**config.mk**
```make
export PLATFORM = sky130hd
export DESIGN_NAME = nvxfer_seq
export DESIGN_NICKNAME = d
export VERILOG_FILES = /design/src/rtl/nvx_pkg.sv /design/src/rtl/nvx_pend_flag.sv /design/src/rtl/nvx_phase_timer.sv /design/src/rtl/nvx_seq_ctrl.sv /design/src/rtl/nvxfer_seq.sv
export SDC_FILE = /design/constraint.sdc
export NUM_CORES = 1
export LEC_CHECK = 0
export CAP_MARGIN = 20
export CELL_PAD_IN_SITES_DETAIL_PLACEMENT = 1
export CELL_PAD_IN_SITES_GLOBAL_PLACEMENT = 1
export CORE_UTILIZATION = 47
export DETAILED_ROUTE_END_ITERATION = 6
export GPL_TIMING_DRIVEN = 1
export HOLD_SLACK_MARGIN = 0.12
export PLACE_DENSITY_LB_ADDON = 0.05
export SLEW_MARGIN = 40
export SYNTH_ARGS = -nofsm -noshare
export SYNTH_HDL_FRONTEND = slang
export SYNTH_HIERARCHICAL = 1
export SYNTH_SLANG_ARGS = --single-unit
```
**constraint.sdc**
```tcl
create_clock -name clk -period 7.9 [get_ports clk]
set_clock_uncertainty 0.1 [all_clocks]
set_input_delay 2.37 -clock clk [delete_from_list [all_inputs] [get_ports clk]]
set_output_delay 2.37 -clock clk [all_outputs]
set_load 0.01 [all_outputs]
```
**src/rtl/nvx_pkg.sv**
```systemverilog
package nvx_pkg;

  typedef enum logic [2:0] {
    PH_IDLE  = 3'd0,
    PH_ERASE = 3'd1,
    PH_PROG  = 3'd2,
    PH_CLEAR = 3'd3,
    PH_COPY  = 3'd4
  } phase_t;

  function automatic int nvx_max(input int a, input int b);
    return (a > b) ? a : b;
  endfunction

  // Length of the copy phase given the recall total and its clear part.
  function automatic int nvx_copy_len(input int total, input int clr);
    return total - clr;
  endfunction

endpackage

```
**src/rtl/nvx_pend_flag.sv**
```systemverilog
module nvx_pend_flag (
  input  logic clk,
  input  logic rst_n,
  input  logic set_i,
  input  logic clr_i,
  output logic flag_o
);
  always_ff @(posedge clk or negedge rst_n) begin
    if (!rst_n)      flag_o <= 1'b1;
    else if (set_i)  flag_o <= 1'b1;
    else if (clr_i)  flag_o <= 1'b0;
  end
endmodule

```
**src/rtl/nvx_phase_timer.sv**
```systemverilog
module nvx_phase_timer #(
  parameter int W = 8
) (
  input  logic         clk,
  input  logic         rst_n,
  input  logic         load_i,
  input  logic [W-1:0] load_val_i,
  input  logic         clr_i,
  output logic         last_o
);
  logic [W-1:0] cnt_q;

  always_ff @(posedge clk or negedge rst_n) begin
    if (!rst_n)               cnt_q <= '0;
    else if (clr_i)           cnt_q <= '0;
    else if (load_i)          cnt_q <= load_val_i;
    else if (cnt_q != '0)     cnt_q <= cnt_q - 1'b1;
  end

  assign last_o = (cnt_q == '0);
endmodule

```
**src/rtl/nvx_seq_ctrl.sv**
```systemverilog
module nvx_seq_ctrl
  import nvx_pkg::*;
#(
  parameter int ERASE_CYC     = 8,
  parameter int PROG_CYC      = 8,
  parameter int SW_CLEAR_CYC  = 500,
  parameter int SW_RECALL_CYC = 5000,
  parameter int HW_CLEAR_CYC  = 500,
  parameter int HW_RECALL_CYC = 5000,
  parameter int W             = 13
) (
  input  logic         clk,
  input  logic         rst_n,
  input  logic         abort_i,
  input  logic         hw_go_i,
  input  logic         store_go_i,
  input  logic         recall_go_i,
  input  logic         last_i,
  output phase_t       phase_o,
  output logic         load_o,
  output logic [W-1:0] load_val_o,
  output logic         cycle_end_o,
  output logic         hw_end_o
);
  localparam int SW_COPY_CYC = nvx_copy_len(SW_RECALL_CYC, SW_CLEAR_CYC);
  localparam int HW_COPY_CYC = nvx_copy_len(HW_RECALL_CYC, HW_CLEAR_CYC);

  localparam logic [W-1:0] LV_ERASE  = W'(ERASE_CYC - 1);
  localparam logic [W-1:0] LV_PROG   = W'(PROG_CYC - 1);
  localparam logic [W-1:0] LV_SWCLR  = W'(SW_CLEAR_CYC - 1);
  localparam logic [W-1:0] LV_SWCOPY = W'(SW_COPY_CYC - 1);
  localparam logic [W-1:0] LV_HWCLR  = W'(HW_CLEAR_CYC - 1);
  localparam logic [W-1:0] LV_HWCOPY = W'(HW_COPY_CYC - 1);

  phase_t state_q, state_d;
  logic   kind_hw_q;

  always_comb begin
    state_d     = state_q;
    load_o      = 1'b0;
    load_val_o  = '0;
    cycle_end_o = 1'b0;
    unique case (state_q)
      PH_IDLE: begin
        if (hw_go_i) begin
          state_d = PH_CLEAR; load_o = 1'b1; load_val_o = LV_HWCLR;
        end else if (store_go_i) begin
          state_d = PH_ERASE; load_o = 1'b1; load_val_o = LV_ERASE;
        end else if (recall_go_i) begin
          state_d = PH_CLEAR; load_o = 1'b1; load_val_o = LV_SWCLR;
        end
      end
      PH_ERASE: if (last_i) begin
        state_d = PH_PROG; load_o = 1'b1; load_val_o = LV_PROG;
      end
      PH_PROG: if (last_i) begin
        state_d = PH_IDLE; cycle_end_o = 1'b1;
      end
      PH_CLEAR: if (last_i) begin
        state_d = PH_COPY; load_o = 1'b1;
        load_val_o = kind_hw_q ? LV_HWCOPY : LV_SWCOPY;
      end
      PH_COPY: if (last_i) begin
        state_d = PH_IDLE; cycle_end_o = 1'b1;
      end
      default: state_d = PH_IDLE;
    endcase
    if (abort_i) begin
      state_d     = PH_IDLE;
      load_o      = 1'b0;
      cycle_end_o = 1'b0;
    end
  end

  always_ff @(posedge clk or negedge rst_n) begin
    if (!rst_n) begin
      state_q   <= PH_IDLE;
      kind_hw_q <= 1'b0;
    end else begin
      state_q <= state_d;
      if (state_q == PH_IDLE) kind_hw_q <= hw_go_i;
    end
  end

  assign phase_o  = state_q;
  assign hw_end_o = cycle_end_o && kind_hw_q && (state_q == PH_COPY);
endmodule

```
**src/rtl/nvxfer_seq.sv**
```systemverilog
module nvxfer_seq
  import nvx_pkg::*;
#(
  parameter int ERASE_CYC     = 8,
  parameter int PROG_CYC      = 8,
  parameter int SW_CLEAR_CYC  = 500,
  parameter int SW_RECALL_CYC = 5000,
  parameter int HW_CLEAR_CYC  = 500,
  parameter int HW_RECALL_CYC = 5000
) (
  input  logic clk,
  input  logic rst_n,
  input  logic vcc_low_i,
  input  logic vcc_ok_i,
  input  logic store_req_i,
  input  logic recall_req_i,
  output logic erase_o,
  output logic program_o,
  output logic clear_o,
  output logic copy_o,
  output logic io_off_o,
  output logic done_o
);
  localparam int MAX_CYC = nvx_max(nvx_max(ERASE_CYC, PROG_CYC),
                                   nvx_max(SW_RECALL_CYC, HW_RECALL_CYC));
  localparam int CNT_W   = $clog2(MAX_CYC + 1);

  phase_t           phase;
  logic             pend_flag, idle, supply_ok;
  logic             hw_go, store_go, recall_go;
  logic             tmr_load, tmr_last, cycle_end, hw_end;
  logic [CNT_W-1:0] tmr_val;
  logic             done_q;

  assign idle      = (phase == PH_IDLE);
  assign supply_ok = vcc_ok_i && !vcc_low_i;
  assign hw_go     = idle && supply_ok && pend_flag;
  assign store_go  = idle && supply_ok && !pend_flag && store_req_i;
  assign recall_go = idle && supply_ok && !pend_flag && recall_req_i;

  nvx_pend_flag u_pend (
    .clk    (clk),
    .rst_n  (rst_n),
    .set_i  (vcc_low_i),
    .clr_i  (hw_end),
    .flag_o (pend_flag)
  );

  nvx_phase_timer #(.W(CNT_W)) u_tmr (
    .clk        (clk),
    .rst_n      (rst_n),
    .load_i     (tmr_load),
    .load_val_i (tmr_val),
    .clr_i      (vcc_low_i),
    .last_o     (tmr_last)
  );

  nvx_seq_ctrl #(
    .ERASE_CYC     (ERASE_CYC),
    .PROG_CYC      (PROG_CYC),
    .SW_CLEAR_CYC  (SW_CLEAR_CYC),
    .SW_RECALL_CYC (SW_RECALL_CYC),
    .HW_CLEAR_CYC  (HW_CLEAR_CYC),
    .HW_RECALL_CYC (HW_RECALL_CYC),
    .W             (CNT_W)
  ) u_ctrl (
    .clk         (clk),
    .rst_n       (rst_n),
    .abort_i     (vcc_low_i),
    .hw_go_i     (hw_go),
    .store_go_i  (store_go),
    .recall_go_i (recall_go),
    .last_i      (tmr_last),
    .phase_o     (phase),
    .load_o      (tmr_load),
    .load_val_o  (tmr_val),
    .cycle_end_o (cycle_end),
    .hw_end_o    (hw_end)
  );

  always_ff @(posedge clk or negedge rst_n) begin
    if (!rst_n) done_q <= 1'b0;
    else        done_q <= cycle_end;
  end

  assign erase_o   = (phase == PH_ERASE);
  assign program_o = (phase == PH_PROG);
  assign clear_o   = (phase == PH_CLEAR);
  assign copy_o    = (phase == PH_COPY);
  assign io_off_o  = !idle;
  assign done_o    = done_q;
endmodule

```
After elaboration in Yosys (flattened, before gate mapping)

Index checks and enable logic that the tools add are counted.

Input bits: 6
Output and inout port bits: 6
Register bits: 19
Word-level logic and storage cells: 60

Reductions and logical operators: 19
Equality and inequality tests: 8
Multiplexer cells: 27
Add/subtract/negate cells: 1

Operators with widths:

| cell                                                                  | count |
|---|---|
| 13-bit 2-to-1 mux                                                     | 6 |
| 13-bit one-hot mux with 3 select lines                                | 1 |
| 3-bit 2-to-1 mux                                                      | 8 |
| 13-bit zero test                                                      | 1 |
| 13-bit nonzero test                                                   | 1 |
| 13-bit by 1-bit subtractor with 13-bit output, second input constant  | 1 |
| 3-bit one-hot mux with 4 select lines                                 | 1 |
| 1-bit 2-to-1 mux                                                      | 9 |
| 9-bit 2-to-1 mux                                                      | 1 |
| 1-bit logical AND                                                     | 8 |
| 3-bit by 2-bit equality test with 1-bit output, second input constant | 2 |
| 3-bit by 2-bit != test with 1-bit output, second input constant       | 2 |
| 5-bit by 2-bit != test with 1-bit output, second input constant       | 1 |
| 4-bit AND reduction                                                   | 1 |
| 2-bit OR reduction                                                    | 2 |
| 3-bit by 1-bit equality test with 1-bit output, second input constant | 1 |
| 3-bit equality test, second input constant                            | 1 |
| 1-bit zero test                                                       | 3 |
| 3-bit zero test                                                       | 1 |
| 3-bit by 1-bit != test with 1-bit output, second input constant       | 1 |
| 3-bit nonzero test                                                    | 1 |
| 1-bit one-hot mux with 2 select lines                                 | 1 |
| 2-bit nonzero test                                                    | 1 |

Logic depth before layout (Yosys ltp)

Gate-level depths: netlist (run 1).

Depth in word-level cells: 12
Gate-level depth with buffers: 10
Mapped depth without buffers: 9

Modules after synthesis

Netlist (run 1), hierarchy kept.

By module, submodules not included:

| module          | cells an instance | area each (um2) | times used | sequential area each (um2) |
|---|---|---|---|---|
| nvx_phase_timer | 91                | 870.8           | 1          | 325.3 |
| nvx_seq_ctrl    | 52                | 401.6           | 1          | 100.1 |
| nvxfer_seq      | 13                | 103.8           | 1          | 25.0 |
| nvx_pend_flag   | 3                 | 37.5            | 1          | 26.3 |

Worst setup path after synthesis (run 1)

Ideal clock, no wire load.

Path type: input -> register
Start: input port vcc_low_i
End: register u_tmr.cnt_q[1]
Slack: 3.352 ns
Setup time: 0.120 ns
Path buffers: 1
Data arrival time: 4.328 ns
Stages: 10
Required time: 7.680 ns
Cells stage by stage: nand2b_1 nor4_1 nor3_1 nor3_1 a21oi_1 nor3_1 clkbuf_1 nor3_1 mux2_2 a31o_2

Elaborated cells on any way between the ends: 19
Classes of those cells: mux: 11; reduce/logical: 8

RTL lines:

| item                                      | line                  | RTL |
|---|---|---|
| from (decl)                               | nvxfer_seq.sv:13      | `input logic vcc_low_i,` |
| 1-bit zero test (*)                       | nvxfer_seq.sv:36      | `assign supply_ok = vcc_ok_i && !vcc_low_i;` |
| 1-bit logical AND (*)                     | nvxfer_seq.sv:36      |  |
| 1-bit logical AND (*) (3 in series)       | nvxfer_seq.sv:38      | `assign store_go = idle && supply_ok && !pend_flag && store_req_i;` |
| named net store_go                        | nvxfer_seq.sv:30      | `logic hw_go, store_go, recall_go;` |
| 1-bit 2-to-1 mux (*)                      | nvx_seq_ctrl.sv:47    | `end else if (store_go_i) begin` |
| 1-bit 2-to-1 mux (*)                      | nvx_seq_ctrl.sv:45    | `if (hw_go_i) begin` |
| 1-bit one-hot mux with 2 select lines (*) | nvx_seq_ctrl.sv:43    | `unique case (state_q)` |
| 1-bit 2-to-1 mux (*)                      | nvx_seq_ctrl.sv:68    | `if (abort_i) begin` |
| named net tmr_load                        | nvxfer_seq.sv:31      | `logic tmr_load, tmr_last, cycle_end, hw_end;` |
| 13-bit 2-to-1 mux                         | nvx_phase_timer.sv:16 | `else if (load_i) cnt_q <= load_val_i;` |
| 13-bit 2-to-1 mux                         | nvx_phase_timer.sv:15 | `else if (clr_i) cnt_q <= '0;` |
| to (signal assigned)                      | nvx_phase_timer.sv:16 |  |
| to (signal assigned)                      | nvx_phase_timer.sv:17 | `else if (cnt_q != '0) cnt_q <= cnt_q - 1'b1;` |
| to (decl)                                 | nvx_phase_timer.sv:11 | `logic [W-1:0] cnt_q;` |

Mark *: on every way through the listed nets, which the timed path passes. The rest lies on a longest branch.
A chain may end at the register's enable or synchronous reset.

Final worst setup path (run 1)

Start: input port vcc_low_i
End: register u_tmr.cnt_q[0]

The elaborated chain is that of the path after synthesis.

==> flow_metrics.env, run 1 <==
export IMPL_grt_pass1_vias=1197
export IMPL_ant_nets=0
export IMPL_ctsResizeCount=0
export IMPL_slowest_stage="clkdlybuf4s50_1"
export IMPL_gr_usage_met1_pct=27.1
export IMPL_slew_headroom_pct=45.0
export IMPL_synth_top_cells_by_count="18 x dfrtp_1, 17 x nor2_1, 12 x inv_1, 12 x nor3_1, 9 x buf_4"
export IMPL_yosysMostFrequentCell="dfrtp_1"
export IMPL_wl_per_cell_um=16.7
export IMPL_cp_cell_sequence="clkdlybuf4s50_1 > nand2b_1 > nor4_1 > nor3_1 > nor3_1 > a21oi_1 > nor3_1 > buf_4 > clkinv_1 > and4_1 > a311o_1"
export IMPL_leakage_nw=0.627
export IMPL_hold_depth=1
export IMPL_grt_antenna_before_repair=0
export IMPL_synthTopCellsByArea="dfrtp_1 32%, buf_4 4.8%, nor2_1 4.5%"
export IMPL_synth_cell_types=46
export IMPL_crit_top_cell="nor3_1"
export IMPL_io_buffers=11
export IMPL_cp_start_kind="input port"
export IMPL_cts_max_level=1
export IMPL_hold_start="u_ctrl/kind_hw_q"
export IMPL_synth_edf_count=0
export IMPL_cp_buffers_inverters=3
export IMPL_die_area_um2=3230
export IMPL_critPathMaxStageDelay_ns=0.67
export IMPL_netlist_area_um2=1410
export IMPL_timing_rr_end="u_tmr/cnt_q[0]"
export IMPL_die_h_um=56.8
export IMPL_ir_drop_uv=195
export IMPL_reg2reg_slack_ns=4.13
export IMPL_antenna_cells=0
export IMPL_drive_gt1_share_pct=16.1
export IMPL_avgSynthCellArea_um2=8.89
export IMPL_grt_remaining_overflow=0
export IMPL_cts_root_buf="clkbuf_4"
export IMPL_ctsHoldBuffers=0
export IMPL_first_pass_iters=4
export IMPL_final_cell_area_um2=1500
export IMPL_yosysWarnings=6
export IMPL_initial_core_util_pct=50.4
export IMPL_dp_hpwl_mm=2.41
export IMPL_vias=1137
export IMPL_finalCritPeriodShare_pct=71.5
export IMPL_hold_class="reg -> reg"
export IMPL_cp_end_kind="flip-flop"
export IMPL_finalCriticalPeriod_ns=5.65
export IMPL_grtUsageMet2_pct=41.2
export IMPL_final_hold_violation_count=0
export IMPL_place_area_um2=1480
export IMPL_grt_pass1_wl_mm=5.64
export IMPL_place_gp_congestion=0.737
export IMPL_cts_sinks=19
export IMPL_synth_top_flop_cell="dfrtp_1"
export IMPL_required_ns=8.01
export IMPL_synth_seq_cells=19
export IMPL_track_usage_pct=22.6
export IMPL_drc_errors=0
export IMPL_critical_path_class="in -> reg"
export IMPL_synth_top_area_share_pct=31.9
export IMPL_vias_per_cell=5.92
export IMPL_clockBufferDepth=2
export IMPL_worstSkewPairLatency_ns=0.31
export IMPL_grt_max_degree=20
export IMPL_outcome="completed"
export IMPL_post_cts_setup_buffer_count=0
export IMPL_final_max_slew_violation_count=0
export IMPL_cp_depth=11
export IMPL_reg2reg_depth=10
export IMPL_first_iter_violations=29
export IMPL_core_area_um2=2810
export IMPL_rsz0062_at_grt="no"
export IMPL_area_delta_synth_final_pct=6.37
export IMPL_routed_wl_mm=3.21
export IMPL_crit_family="simple AND/OR/NAND/NOR gates"
export IMPL_rows=19
export IMPL_tightest_slew_ns=0.822
export IMPL_power_density_nw_per_um2=382
export IMPL_clk_pin_slew_ns=0.12
export IMPL_cts_tree="yes"
export IMPL_grtUsageMet3_pct=2.30
export IMPL_io_pins=12
export IMPL_setup_viol_count_final=0
export IMPL_synth_seq_area_share_pct=33.7
export IMPL_async_flop_share_pct=100
export IMPL_fin_nets=170
export IMPL_busiest_layer="met2"
export IMPL_chipWidth_um=56.8
export IMPL_syn_inst=159
export IMPL_fmax_mhz=177
export IMPL_whs_endpoint="u_ctrl/kind_hw_q"
export IMPL_critical_path_reg2reg_startpoint="u_ctrl/phase_o[2]"
export IMPL_setup_tns_ns=0
export IMPL_drv_cap=0
export IMPL_critPathMaxFanout=17
export IMPL_synth_area_leader_cell="dfrtp_1"
export IMPL_critPathArrivalTime_ns=5.76
export IMPL_cts_buffers=3
## layer usage
metal | part of all wire, % | wire length (um) | vias to the layer above
met5 | 0 | 0 | -
met3 | 1.1 | 35 | 7
li1 | - | - | 565
met2 | 52 | 1670 | 8
met4 | 2.4 | 76 | 0
met1 | 44 | 1420 | 557
## cells by family after synthesis
family	synth area share [%]
and+or+nand+nor	30.1
buffers and inverters	11.3
muxes	1.59
xor gates and xnor gates	5.58
AOI/OAI and AO/OA	15.7
adders and majority gates	1.77
other	0.265
DFF	33.7
## per-stage QoR
step	cells	utilization [%]	worst slack, ns	total power, W	hold WS (ns)
2_1_floorplan	162	-	3.35	0.000451	0.381
3_3_place_gp	188	52.4	2.24	0.000503	0.397
3_5_place_dp	188	52.6	2.03	0.000524	0.401
4_1_cts	192	53.6	2.37	0.000580	0.430
5_1_grt	192	53.6	1.96	0.000624	0.442
6_report	192	53.6	2.25	0.000574	0.428
## power by group
group	total (W)	leakage [nW]	switching (W)	internal, W
Clock	0.0000525	0.0177	0.0000336	0.0000189
Combinational	0.000332	0.358	0.000177	0.000155
Sequential	0.000190	0.251	0.0000590	0.000131
Total	0.000574	0.627	0.000270	0.000305
## sequential cells by signal, summed over array words and instances, names as in the netlist
register / cells
u_tmr/cnt_q: 13
u_pend/flag_o: 1
done_o: 1
u_ctrl/phase_o: 3
u_ctrl/kind_hw_q: 1
## how the worst max path moves through the flow
| stage | end | startpoint | slack [ns] |
|---|---|---|---|
| 6_report | u_tmr/cnt_q[0] | vcc_low_i | 2.25 |
| 5_1_grt | u_tmr/cnt_q[0] | vcc_low_i | 1.96 |
| 4_1_cts | u_tmr/cnt_q[0] | vcc_low_i | 2.37 |
| 3_5_place_dp | u_tmr/cnt_q[0] | vcc_low_i | 2.03 |
| 3_3_place_gp | u_tmr/cnt_q[0] | vcc_low_i | 2.24 |
| 2_1_floorplan | u_tmr/cnt_q[1] | vcc_low_i | 3.35 |
## cell usage in the layout, fill, tap and decap left out, drive strengths merged, types with 2 or more instances in the layout
master,instances
nand2,6
nor2b,2
ha,2
clkdlybuf4s50,10
nor3,15
dfrtp,18
a211oi,9
or3,3
nor3b,4
clkbuf,3
a21oi,7
conb,4
inv,12
o21ai,4
nand3,4
or4,3
xnor2,6
nor4,8
mux2,2
o31ai,2
buf,2
clkinv,2
nor2,17
xor2,3
## cell type report
cell class                 instances  area (um2)
multi-input combinational        113         800
sequential                        19         477
timing repair buffer              12         113
fill                             352        1300
inverter                          13        48.8
tap                               31        38.8
clock inverter                     1        5.00
clock buffer                       3        22.5
Note: power is estimated with default switching activity, not from simulation.
==> run 2, diff against run 1 <==
--- a/config.mk
+++ b/config.mk
@@ -8,7 +8,7 @@
 export CAP_MARGIN = 20
 export CELL_PAD_IN_SITES_DETAIL_PLACEMENT = 1
 export CELL_PAD_IN_SITES_GLOBAL_PLACEMENT = 1
-export CORE_UTILIZATION = 47
+export CORE_UTILIZATION = 39
 export DETAILED_ROUTE_END_ITERATION = 6
 export GPL_TIMING_DRIVEN = 1
 export HOLD_SLACK_MARGIN = 0.12
==> constraint.sdc (replaced) <==
create_clock -name clk -period 4.7 [get_ports clk]
set_clock_uncertainty 0.1 [all_clocks]
set_input_delay 1.41 -clock clk [delete_from_list [all_inputs] [get_ports clk]]
set_output_delay 1.41 -clock clk [all_outputs]
set_load 0.01 [all_outputs]
==> run 2 against run 1 <==
Effect of this change: sequential share of layout area fell by 0.62 points; sequential cell count did not move; first-iteration DRC count rose by 24%; global-route usage shrank 4.4 points; via count is essentially flat; design area increased by 2.0%; setup slack got worse by 1.3 ns; critical path depth stayed put; hold slack barely moved; largest power group unchanged; core utilization shrank 8.7 points; total power grew 68%.
==> flow_metrics.env, run 2 (synthesis gave the netlist of run 1 again) <==
export IMPL_die_area_um2=3870
export IMPL_outcome="completed"
export IMPL_dp_hpwl_mm=2.41
export IMPL_core_area_um2=3420
export IMPL_cp_start_kind="input port"
export IMPL_drc_errors=0
export IMPL_vias_per_cell=5.41
export IMPL_cts_buffers=3
export IMPL_cts_sinks=19
export IMPL_timing_rr_end="u_tmr/cnt_q[0]"
export IMPL_drv_cap=0
export IMPL_final_hold_violation_count=0
export IMPL_grt_pass1_wl_mm=5.65
export IMPL_clockBufferDepth=2
export IMPL_power_density_nw_per_um2=627
export IMPL_wl_per_cell_um=15.1
export IMPL_final_max_slew_violation_count=0
export IMPL_finalCritPeriodShare_pct=79.2
export IMPL_tightest_slew_ns=0.791
export IMPL_slew_headroom_pct=47.2
export IMPL_cts_root_buf="clkbuf_4"
export IMPL_fin_nets=173
export IMPL_hold_start="u_ctrl/kind_hw_q"
export IMPL_leakage_nw=0.639
export IMPL_cp_end_kind="flip-flop"
export IMPL_io_pins=12
export IMPL_clk_pin_slew_ns=0.12
export IMPL_required_ns=4.79
export IMPL_ant_nets=0
export IMPL_area_delta_synth_final_pct=8.50
export IMPL_whs_endpoint="u_ctrl/kind_hw_q"
export IMPL_die_h_um=62.2
export IMPL_setup_tns_ns=0
export IMPL_post_cts_setup_buffer_count=0
export IMPL_largest_reg_flops=13
export IMPL_io_buffers=11
export IMPL_hold_depth=1
export IMPL_routed_wl_mm=3.18
export IMPL_chipWidth_um=62.2
export IMPL_first_pass_iters=4
export IMPL_ir_drop_uv=212
export IMPL_critPathMaxFanout=17
export IMPL_place_gp_congestion=0.755
export IMPL_power_total_w=0.000962
export IMPL_setup_viol_count_final=0
export IMPL_cts_tree="yes"
export IMPL_mostFrequentLayoutCell="dfrtp_1"
export IMPL_ctsResizeCount=0
export IMPL_grt_max_degree=20
export IMPL_antenna_cells=0
export IMPL_fillers=423
export IMPL_critPathArrivalTime_ns=3.82
export IMPL_finalCriticalPeriod_ns=3.72
export IMPL_drive_gt1_share_pct=17.7
export IMPL_grt_pass1_vias=1172
export IMPL_first_iter_violations=36
export IMPL_rows=21
export IMPL_initial_core_util_pct=41.4
export IMPL_grt_antenna_before_repair=0
export IMPL_fmax_mhz=269
export IMPL_worstSkewPairLatency_ns=0.30
export IMPL_critical_path_class="in -> reg"
export IMPL_regMostFlops="u_tmr/cnt_q"
export IMPL_grt_remaining_overflow=0
export IMPL_track_usage_pct=18.3
export IMPL_ctsHoldBuffers=0
export IMPL_rsz0062_at_grt="no"
export IMPL_reg2reg_slack_ns=1.52
export IMPL_final_cell_mix="18 x dfrtp_1, 17 x nor2_1, 12 x inv_1, 12 x nor3_1, 10 x clkdlybuf4s50_1"
export IMPL_reg2reg_depth=10
export IMPL_critical_path_reg2reg_startpoint="u_ctrl/phase_o[2]"
export IMPL_hold_class="reg -> reg"
export IMPL_cts_max_level=1
export IMPL_vias=1136
## run 2: cell count changes in the layout (fill, tap and decap cells not counted), sizes merged
cell,before,now
buf,2,5
## run 2: worst max path at each step
| stage | endpoint | slack (ns) | start |
|---|---|---|---|
| CTS | u_tmr/cnt_q[0] | 0.97 | vcc_low_i |
| global placement | u_tmr/cnt_q[0] | 0.77 | vcc_low_i |
| global route | u_tmr/cnt_q[8] | 0.79 | vcc_low_i |
| detailed placement | u_tmr/cnt_q[0] | 0.64 | vcc_low_i |
| floorplan | u_tmr/cnt_q[1] | 1.11 | vcc_low_i |
| finish | u_tmr/cnt_q[0] | 0.98 | vcc_low_i |
## run 2: area by class of cell
class | instances | area, um2 | share of cell area [%]
flip-flops and latches | 19 | 477 | 31.1
multi-input cells | 113 | 788 | 51.4
clock buffers | 3 | 22.5 | 1.47
well taps | 46 | 57.6 | 3.75
clock inverters | 1 | 5.00 | 0.326
repair buffers | 15 | 135 | 8.81
inverters | 13 | 48.8 | 3.18
## run 2: per-stage QoR
step           setup slack (ns)  util (%)  instance area (um2)  cells  hold WS [ns]
3_3_place_gp              0.765      44.2                 1510    206         0.403
5_1_grt                   0.791      44.9                 1530    210         0.453
4_1_cts                   0.969      44.9                 1530    210         0.431
2_1_floorplan              1.11         -                 1430    162         0.381
3_5_place_dp              0.640      44.1                 1510    206         0.400
6_report                  0.976      44.9                 1530    210         0.428
## run 2: critical path: stages
cell and delay (ns):
clkdlybuf4s50_1 0.41, nand2b_1 0.18, nor4_1 0.34, nor3_1 0.12, nor3_1 0.22, a21oi_1 0.09
nor3_1 0.24, clkinv_1 0.10, buf_4 0.20, and4_1 0.19, a311o_1 0.31
## run 2: per-layer routing
| metal | wire length (um) | vias up | GRT usage (%) |
|---|---|---|---|
| met5 | 0 | - | 0 |
| met4 | 15 | 0 | 4.36 |
| met1 | 1470 | 560 | 22.7 |
| li1 | - | 564 | - |
| met2 | 1630 | 10 | 33.1 |
| met3 | 63 | 2 | 2.57 |
## run 2: power by group
part	switching (W)	total, W	internal, W
clock network	0.0000565	0.0000882	0.0000317
registers	0.0000973	0.000317	0.000220
logic	0.000293	0.000557	0.000264
total	0.000447	0.000962	0.000515
==> run 3, diff against run 2 <==
--- a/config.mk
+++ b/config.mk
@@ -8,7 +8,7 @@
 export CAP_MARGIN = 20
 export CELL_PAD_IN_SITES_DETAIL_PLACEMENT = 1
 export CELL_PAD_IN_SITES_GLOBAL_PLACEMENT = 1
-export CORE_UTILIZATION = 39
+export CORE_UTILIZATION = 44
 export DETAILED_ROUTE_END_ITERATION = 6
 export GPL_TIMING_DRIVEN = 1
 export HOLD_SLACK_MARGIN = 0.12
==> constraint.sdc (replaced) <==
create_clock -name clk -period 3.77 [get_ports clk]
set_clock_uncertainty 0.1 [all_clocks]
set_input_delay 1.131 -clock clk [delete_from_list [all_inputs] [get_ports clk]]
set_output_delay 1.131 -clock clk [all_outputs]
set_load 0.01 [all_outputs]
==> run 3 against run 2 <==
Effect of this change: core utilization rose by 6.2 points; sequential power rose by 26%; largest power group unchanged; critical endpoint is now u_tmr/cnt_q[1]; routed wire length rose by 4.8%; count of clock-buffer cells in the layout did not move; die area fell by 11%; via count fell by 0.26%; largest cell class unchanged.
==> flow_metrics.env, run 3 (synthesis gave the netlist of run 1 again) <==
export IMPL_regMostFlops="u_tmr/cnt_q"
export IMPL_ir_drop_uv=282
export IMPL_clockBufferDepth=2
export IMPL_setup_slack_ns=0.278
export IMPL_track_usage_pct=22.2
export IMPL_final_cell_area_um2=1560
export IMPL_ctsResizeCount=0
export IMPL_fmax_mhz=286
export IMPL_vias=1133
export IMPL_rsz0062_at_grt="no"
export IMPL_drive_gt1_share_pct=19.8
export IMPL_final_max_slew_violation_count=0
export IMPL_cts_sinks=19
export IMPL_critical_path_class="in -> reg"
export IMPL_cp_buffers_inverters=2
export IMPL_mostFrequentLayoutCell="dfrtp_1"
export IMPL_vias_per_cell=5.37
export IMPL_ctsHoldBuffers=0
export IMPL_hold_class="reg -> reg"
export IMPL_ant_nets=0
export IMPL_wl_per_cell_um=15.8
export IMPL_dp_hpwl_mm=2.49
export IMPL_cts_max_level=1
export IMPL_cts_root_buf="clkbuf_4"
export IMPL_fillers=374
export IMPL_power_density_nw_per_um2=781
export IMPL_area_delta_synth_final_pct=10.3
export IMPL_outcome="completed"
export IMPL_first_iter_violations=44
export IMPL_slew_headroom_pct=59.0
export IMPL_place_gp_congestion=0.808
export IMPL_cts_buffers=3
export IMPL_drc_errors=0
export IMPL_finalCriticalPeriod_ns=3.49
export IMPL_crit_family="simple AND/OR/NAND/NOR gates"
export IMPL_worstSkewPairLatency_ns=0.30
export IMPL_io_buffers=11
export IMPL_cp_end_kind="flip-flop"
export IMPL_slowest_stage="clkdlybuf4s50_1"
export IMPL_core_area_um2=3050
export IMPL_critPathArrivalTime_ns=3.59
export IMPL_cts_tree="yes"
export IMPL_first_pass_iters=4
export IMPL_io_pins=12
export IMPL_routed_wl_mm=3.33
export IMPL_post_cts_setup_buffer_count=0
export IMPL_critPathMaxStageDelay_ns=0.41
export IMPL_cp_cell_sequence="clkdlybuf4s50_1 > nand2b_1 > nor4_1 > nor3_1 > nor3_1 > a21oi_1 > nor3_1 > buf_4 > nor3_1 > mux2_2 > a31o_2"
export IMPL_setup_viol_count_final=0
export IMPL_antenna_cells=0
export IMPL_drv_cap=0
export IMPL_tightest_slew_ns=0.611
export IMPL_leakage_nw=0.658
export IMPL_finalCritPeriodShare_pct=92.6
export IMPL_critPathMaxFanout=12
export IMPL_die_area_um2=3440
export IMPL_place_area_um2=1530
export IMPL_chipWidth_um=58.7
export IMPL_clk_pin_slew_ns=0.11
export IMPL_grt_remaining_overflow=0
export IMPL_crit_top_cell="nor3_1"
export IMPL_whs_ns=0.431
export IMPL_final_cell_mix="18 x dfrtp_1, 17 x nor2_1, 12 x inv_1, 12 x nor3_1, 10 x clkdlybuf4s50_1"
export IMPL_initial_core_util_pct=46.3
export IMPL_cp_start_kind="input port"
export IMPL_largest_reg_flops=13
export IMPL_rows=20
export IMPL_grt_pass1_wl_mm=5.75
export IMPL_grt_pass1_vias=1201
export IMPL_final_hold_violation_count=0
export IMPL_preCtsSetupSlack_ns=-0.0417
export IMPL_required_ns=3.87
export IMPL_grt_antenna_before_repair=0
export IMPL_grt_max_degree=20
export IMPL_die_h_um=58.7
export IMPL_fin_nets=176
## run 3: power by group
| part | internal, W | total, W | leakage [nW] | switching, W |
|---|---|---|---|---|
| sequential | 0.000274 | 0.000398 | 0.251 | 0.000124 |
| clock | 0.0000395 | 0.000107 | 0.0177 | 0.0000672 |
| combinational | 0.000338 | 0.000712 | 0.390 | 0.000375 |
## run 3: area by class of cell
type	count	area (um2)	share of cell area, %
Sequential cell	19	477	30.6
Timing Repair Buffer	18	158	10.1
Clock inverter	1	5.00	0.321
Multi-Input combinational cell	113	793	50.9
Tap cell	44	55.1	3.53
Inverter	13	48.8	3.13
Clock buffer	3	22.5	1.44
## run 3: path summary, 6_finish.rpt
kind | startpoint | endpoint | slack (ns) | cells past startpoint
max | vcc_low_i | u_tmr/cnt_q[1] | 0.28 | 11
max reg2reg | u_ctrl/phase_o[1] | u_tmr/cnt_q[1] | 0.61 | 10
min reg2reg | u_ctrl/kind_hw_q | u_ctrl/kind_hw_q | 0.43 | 1
max in group asynchronous | rst_n | u_pend/flag_o | 2.58 | 1
min | u_ctrl/kind_hw_q | u_ctrl/kind_hw_q | 0.43 | 1
min in group asynchronous | rst_n | u_tmr/cnt_q[3] | 0.65 | 1
## run 3: per-stage QoR
stage          power [W]  utilization (%)  std cells  TNS, ns
2_1_floorplan   0.000945                -        162        0
3_3_place_gp     0.00107             50.2        207        0
3_5_place_dp     0.00111             50.0        207  -0.0502
4_1_cts          0.00122             50.9        211        0
5_1_grt          0.00132             51.1        211        0
6_report         0.00122             51.1        211        0
## run 3: metal layers
layer	part of all wire [%]	vias to the layer above	global-route usage, %
met5	0	-	0
met4	0.57	0	6.46
met3	3.1	2	2.20
met2	48	14	36.5
met1	49	547	31.3
li1	-	570	-
